### src/rtl/tlb_pkg.sv
// Package: shared defaults for the translation cache.
// Assumes: consumers take these as parameter defaults only.
package tlb_pkg;
    localparam int unsigned TLB_ENTRIES_DEF = 4;
    localparam int unsigned TLB_VPN_W_DEF   = 20;
    localparam int unsigned TLB_PPN_W_DEF   = 20;
endpackage

### src/rtl/tlb_cam.sv
// Module: tlb_cam
// Parallel key compare over all entries, qualified by the valid flags.
// Reports the match vector, whether any entry matched, and the index of
// the lowest matching entry.
// Assumes: the caller keeps keys unique among valid entries, so at most
// one entry matches.
module tlb_cam #(
    parameter int unsigned ENTRIES = 4,
    parameter int unsigned KEY_W   = 20,
    localparam int unsigned IDX_W  = (ENTRIES > 1) ? $clog2(ENTRIES) : 1
) (
    input  logic [KEY_W-1:0]              key,
    input  logic [ENTRIES-1:0]            valid,
    input  logic [ENTRIES-1:0][KEY_W-1:0] keys,
    output logic [ENTRIES-1:0]            match,
    output logic                          any,
    output logic [IDX_W-1:0]              idx
);
    // One comparator per entry.
    for (genvar g = 0; g < ENTRIES; g++) begin : g_cmp
        assign match[g] = valid[g] && (keys[g] == key);
    end

    assign any = |match;

    // Priority encode: the lowest matching index wins.
    always_comb begin
        idx = '0;
        for (int k = ENTRIES - 1; k >= 0; k--) begin
            if (match[k]) idx = IDX_W'(k);
        end
    end
endmodule

### src/rtl/tlb_lru.sv
// Module: tlb_lru
// Keeps one age per entry (0 = most recent, ENTRIES-1 = oldest) and
// selects a victim. The victim is the lowest-indexed invalid entry if
// one exists, otherwise the entry whose age is ENTRIES-1.
// Assumes: ages always form a permutation. Reset loads one, and every
// touch preserves it.
module tlb_lru #(
    parameter int unsigned ENTRIES = 4,
    localparam int unsigned IDX_W  = (ENTRIES > 1) ? $clog2(ENTRIES) : 1
) (
    input  logic               clk,
    input  logic               rst_n,
    input  logic               touch,
    input  logic [IDX_W-1:0]   touch_idx,
    input  logic [ENTRIES-1:0] valid,
    output logic [IDX_W-1:0]   victim
);
    logic [ENTRIES-1:0][IDX_W-1:0] age_q;
    logic [IDX_W-1:0]              touched_age;

    assign touched_age = age_q[touch_idx];

    // Per-entry age update: the touched entry becomes youngest, and
    // entries younger than it age by one.
    for (genvar g = 0; g < ENTRIES; g++) begin : g_age
        always_ff @(posedge clk) begin
            if (!rst_n) begin
                age_q[g] <= IDX_W'(ENTRIES - 1 - g);
            end else if (touch) begin
                if (touch_idx == IDX_W'(g)) begin
                    age_q[g] <= '0;
                end else if (age_q[g] < touched_age) begin
                    age_q[g] <= age_q[g] + 1'b1;
                end
            end
        end
    end

    // Victim select: the first invalid entry, else the oldest.
    always_comb begin
        logic found;
        found  = 1'b0;
        victim = '0;
        for (int k = 0; k < ENTRIES; k++) begin
            if (!found && !valid[k]) begin
                victim = IDX_W'(k);
                found  = 1'b1;
            end
        end
        if (!found) begin
            for (int k = 0; k < ENTRIES; k++) begin
                if (age_q[k] == IDX_W'(ENTRIES - 1)) victim = IDX_W'(k);
            end
        end
    end
endmodule

### src/rtl/tlb.sv
// Module: tlb (top)
// Fully associative translation cache with LRU replacement, a flush of
// all entries, and single-page invalidation. Lookup is combinational.
// Fill, invalidate and flush update state on the next edge.
// Assumes: one fill per cycle. When a fill and a lookup hit arrive
// together, the fill decides the recency update.
module tlb
    import tlb_pkg::*;
#(
    parameter int unsigned ENTRIES = TLB_ENTRIES_DEF,
    parameter int unsigned VPN_W   = TLB_VPN_W_DEF,
    parameter int unsigned PPN_W   = TLB_PPN_W_DEF,
    localparam int unsigned IDX_W  = (ENTRIES > 1) ? $clog2(ENTRIES) : 1
) (
    input  logic             clk,
    input  logic             rst_n,
    input  logic             lk_valid,
    input  logic [VPN_W-1:0] lk_vpn,
    output logic             lk_hit,
    output logic [PPN_W-1:0] lk_ppn,
    input  logic             fill_valid,
    input  logic [VPN_W-1:0] fill_vpn,
    input  logic [PPN_W-1:0] fill_ppn,
    input  logic             flush,
    input  logic             inv_valid,
    input  logic [VPN_W-1:0] inv_vpn,
    output logic [IDX_W-1:0] repl_way
);
    logic [ENTRIES-1:0]            valid_q;
    logic [ENTRIES-1:0][VPN_W-1:0] key_q;
    logic [ENTRIES-1:0][PPN_W-1:0] ppn_q;

    logic [ENTRIES-1:0] lk_match, fl_match, iv_match;
    logic               fl_any, iv_any;
    logic [IDX_W-1:0]   lk_idx, fl_idx, iv_idx;
    logic [IDX_W-1:0]   victim, fill_tgt;
    logic               touch;
    logic [IDX_W-1:0]   touch_idx;

    // Compare path for lookups.
    tlb_cam #(.ENTRIES(ENTRIES), .KEY_W(VPN_W)) u_cam_lk (
        .key(lk_vpn), .valid(valid_q), .keys(key_q),
        .match(lk_match), .any(lk_hit), .idx(lk_idx)
    );

    // Compare path for fills, to detect an existing key.
    tlb_cam #(.ENTRIES(ENTRIES), .KEY_W(VPN_W)) u_cam_fl (
        .key(fill_vpn), .valid(valid_q), .keys(key_q),
        .match(fl_match), .any(fl_any), .idx(fl_idx)
    );

    // Compare path for single-page invalidation.
    tlb_cam #(.ENTRIES(ENTRIES), .KEY_W(VPN_W)) u_cam_iv (
        .key(inv_vpn), .valid(valid_q), .keys(key_q),
        .match(iv_match), .any(iv_any), .idx(iv_idx)
    );

    // Recency tracking and victim choice.
    tlb_lru #(.ENTRIES(ENTRIES)) u_lru (
        .clk(clk), .rst_n(rst_n), .touch(touch), .touch_idx(touch_idx),
        .valid(valid_q), .victim(victim)
    );

    // Output mux: the physical page of the hitting entry, zero on a miss.
    assign lk_ppn = lk_hit ? ppn_q[lk_idx] : '0;

    // Fill target: the existing entry if the key is present, else the victim.
    assign fill_tgt = fl_any ? fl_idx : victim;
    assign repl_way = victim;

    // Recency touch: a fill takes precedence over a lookup hit; a flush
    // suppresses both.
    assign touch     = !flush && (fill_valid || (lk_valid && lk_hit));
    assign touch_idx = fill_valid ? fill_tgt : lk_idx;

    // Entry storage: the flush has priority, then the invalidate, then
    // the fill.
    always_ff @(posedge clk) begin
        if (!rst_n) begin
            valid_q <= '0;
            key_q   <= '0;
            ppn_q   <= '0;
        end else if (flush) begin
            valid_q <= '0;
        end else begin
            if (inv_valid && iv_any) valid_q[iv_idx] <= 1'b0;
            if (fill_valid) begin
                valid_q[fill_tgt] <= 1'b1;
                key_q[fill_tgt]   <= fill_vpn;
                ppn_q[fill_tgt]   <= fill_ppn;
            end
        end
    end
endmodule

### config.mk
export PLATFORM = sky130hd
export DESIGN_NAME = tlb
export DESIGN_NICKNAME = d
export VERILOG_FILES = /design/src/rtl/tlb_pkg.sv /design/src/rtl/tlb_cam.sv /design/src/rtl/tlb_lru.sv /design/src/rtl/tlb.sv
export SDC_FILE = /design/constraint.sdc
export NUM_CORES = 1
export LEC_CHECK = 0
export ABC_CLOCK_PERIOD_IN_PS = 8600
export BUFFER_PORTS_ARGS = -buffer_cell sky130_fd_sc_hd__buf_2
export CAP_MARGIN = 20
export CORE_UTILIZATION = 35
export CTS_CLUSTER_DIAMETER = 100
export DETAILED_ROUTE_END_ITERATION = 16
export PLACE_DENSITY_LB_ADDON = 0.12
export SYNTH_ARGS = -nofsm -noshare
export SYNTH_HDL_FRONTEND = slang
export SYNTH_SLANG_ARGS = --single-unit
### constraint.sdc
create_clock -name clk -period 8.6 [get_ports clk]
set_input_delay 1.72 -clock clk [delete_from_list [all_inputs] [get_ports clk]]
set_output_delay 1.72 -clock clk [all_outputs]
set_load 0.01 [all_outputs]
==> flow_summary_export.csv <==
group,metric,value,unit
sta,min_period_over_period,0.778,
synthesis,syn_area,0.0102,sq mm
global_routing,overflow,0,
clocking,numCtsBuffers,17,
detailed_routing,drc_errors,0,
clocking,h-tree-depth,4,
global_routing,grt_start_max_net_pins,98,
sta,drv_slew,0,
power_and_ir_drop,ir_drop,0.141,mV
clocking,cts.sinks,172,
sta,final.setup.tns,0,ns
clocking,clk_path_buf_depth,2,
synthesis,syn_inst,1085,
die,chipWidth,173,um
die,core-area,0.0287,sq mm
critical_path,critPathLaunchType,"primary input",
global_routing,grt_util_met2,0.362,
worst_hold_path,holdCritPathClass,"reg -> reg",
sta,worstMarginPinSlew,1.10,ns
global_routing,busiest_layer,"met2",
synthesis,syn_nets,1175,
detailed_routing,via_count,8066,
outcome,status,"completed",
detailed_routing,viasPerCell,5.24,
die,fp.dieArea,0.0299,sq mm
sta,finalWorstPathRequiredPeriod,6.69,ns
sta,max_freq,150,MHz
layout,multi_input_area,0.00640,sq mm
die,num_io_pins,109,
die,die_h,173,um
detailed_routing,drtIter0Drc,535,
synthesis,syn_avg_cell_area,9.44,sq um
layout,num-fill-cells,2927,
layout,drive_gt1_frac,0.163,
layout,fin_util,0.403,
flow_run,drv_cap,0,
power_and_ir_drop,power_density,161,mW/mm^2
clocking,clockRootBuffer,"clkbuf_16",
global_routing,use_met1,0.325,
synthesis,yosysWarnings,0,
place,io_buffers,108,
global_routing,antenna_found_initial,1,
clocking,cts_resized,0,
global_routing,gr-usage-met3,0.0328,
critical_path,required,6.88,ns
critical_path,end_kind,"output pin",
layout,layout.nets,1232,
critical_path,cp_cell_sequence,"buf_2 > xor2_1 > nor4_1 > nand4_1 > nor3_4 > nor2_1 > nand2_1 > mux4_2 > and2_1 > buf_2",
critical_path,critPathMaxFanout,20,
layout,final_common_cell,"dfxtp_1",
synthesis,ys.flop_type,"dfxtp_1",
die,row_count,62,
sta,hold_viol_final,0,
place,dpl.hpwl,24900,um
die,initial_core_util,0.357,
synthesis,ys_ff_latch,172,
detailed_routing,drtAntennaViolNets,0,
clocking,insertion_delay,0.45,ns
synthesis,async_reset_ff_frac,0,
synthesis,synthDistinctLibCells,60,
sta,rsz0062_at_grt,"false",
synthesis,synth-edff-count,0,
critical_path,arrival,4.97,ns
global_routing,grt_pass1_wl,51600,um
layout,regArea,0.00344,sq mm
power_and_ir_drop,leakagePower,4.27,nW
layout,layout_common_cells,"172 x dfxtp_1, 165 x nor2_1, 161 x mux2i_1",
detailed_routing,drt_first_pass_iters,4,
clocking,cts_tree,"built",
clocking,hold_buffers,0,
clocking,cts_setup_buffers,0,
detailed_routing,wl_per_cell,21.9,um
clocking,cts.clk_slew.worst_paths,0.07,ns
sta,finClkSkew,0.0150,ns
global_routing,track_usage,0.230,
global_routing,grt_pass1_vias,8025,
critical_path,crit_top_cell,"buf_2",
critical_path,critPathKind,"in -> out",
critical_path,crit_slowest_cell,"nand2_1",
sta,relSlewSlack,0.262,
layout,area_growth,12.9,%
sta,setup_viol,0,
synthesis,synth.yosys.seq_area_share,0.336,
place,globalplace.congestion,0.982,
detailed_routing,finalWirelength,33800,um
critical_path,critPathMaxStageDelay,0.81,ns
## cells by family (layout without fill, tap and decap cells)
logic type,Yosys count,after routing,synth area share
adder cells (fa/ha/maj),5,5,0.00599
other,0,1,0
flip-flops,172,172,0.336
XOR/XNOR,240,240,0.205
AND/OR/NAND/NOR,332,332,0.161
buffers and inverters,87,157,0.0426
AO/OA/AOI/OAI,68,68,0.0475
multiplexers,181,181,0.201
## synthesized netlist by cell type (3+ instances only)
| master | number | area [sq um] |
|---|---|---|
| a21o_1 | 3 | 22.5 |
| a21oi_1 | 16 | 80.1 |
| a31oi_1 | 5 | 31.3 |
| a41o_1 | 4 | 40.0 |
| and2_1 | 23 | 144 |
| and3_1 | 6 | 37.5 |
| buf_2 | 25 | 125 |
| buf_4 | 9 | 67.6 |
| buf_6 | 6 | 67.6 |
| clkbuf_1 | 36 | 135 |
| dfxtp_1 | 172 | 3440 |
| ha_1 | 4 | 50.1 |
| inv_1 | 8 | 30.0 |
| mux2i_1 | 161 | 1610 |
| mux4_2 | 20 | 450 |
| nand2_1 | 14 | 52.6 |
| nand2b_1 | 4 | 25.0 |
| nand3_1 | 18 | 90.1 |
| nand4_1 | 33 | 206 |
| nor2_1 | 167 | 627 |
| nor3_1 | 10 | 50.1 |
| nor4_1 | 32 | 200 |
| nor4_2 | 3 | 37.5 |
| o2111ai_1 | 3 | 26.3 |
| o211ai_1 | 6 | 45.0 |
| o21ai_0 | 13 | 65.1 |
| or2_2 | 4 | 25.0 |
| or3_1 | 4 | 25.0 |
| xnor2_1 | 132 | 1160 |
| xor2_1 | 108 | 946 |
## stage by stage
| stage | cells | instance area (sq um) | power [mW] | hold slack [ns] | worst slack, ns |
|---|---|---|---|---|---|
| CTS | 1538 | 11500 | 1.88 | 0.498 | 1.65 |
| detailed placement | 1506 | 10900 | 1.09 | 0.478 | 1.65 |
| global placement | 1506 | 10900 | 1.09 | 0.471 | 1.70 |
| finish | 1540 | 11600 | 1.86 | 0.490 | 1.91 |
| global route | 1539 | 11600 | 1.94 | 0.511 | 1.79 |
| floorplan | 1085 | 10200 | 1.00 | 0.455 | 2.97 |
## path summary, 6_finish.rpt
kind                  startpoint    endpoint  slack, ns  depth (start not counted)
setup reg to reg  u_lru.age_q[6]   key_q[11]       4.64                         12
setup / recovery      lk_vpn[16]  lk_ppn[14]       1.91                         10
hold / removal         ppn_q[31]   ppn_q[31]       0.49                          2
hold reg to reg        ppn_q[31]   ppn_q[31]       0.49                          2
## sequential cells by signal, indices dropped and copies added (netlist names)
register / flops
key_q: 80
ppn_q: 80
u_lru.age_q: 8
valid_q: 4
## metal layers
layer | vias up | wire length (um)
li1 | 3865 | -
met1 | 3943 | 16400
met2 | 219 | 15100
met3 | 39 | 1470
met4 | 0 | 773
met5 | - | 0
## power breakdown
| group | internal (mW) | switching, mW | total [mW] |
|---|---|---|---|
| registers | 0.813 | 0.0225 | 0.835 |
| clock network | 0.414 | 0.376 | 0.790 |
| logic | 0.0952 | 0.144 | 0.239 |
| total | 1.32 | 0.543 | 1.86 |
## area by class of cell
| class | count | share of cell area |
|---|---|---|
| inverters | 9 | 0.00314 |
| well taps | 384 | 0.0416 |
| diodes | 1 | 0.000216 |
| flip-flops and latches | 172 | 0.298 |
| multi-input cells | 826 | 0.553 |
| clock inverters | 13 | 0.0130 |
| repair buffers | 116 | 0.0537 |
| clock buffers | 19 | 0.0374 |
## worst max-delay path, delay by kind of cell
kind	cells	cell delay, ns
xor+xnor	1	0.17
mux	1	0.42
simple gates	6	2.35
buf+inv	2	0.28
(Power assumes the default switching activity.)
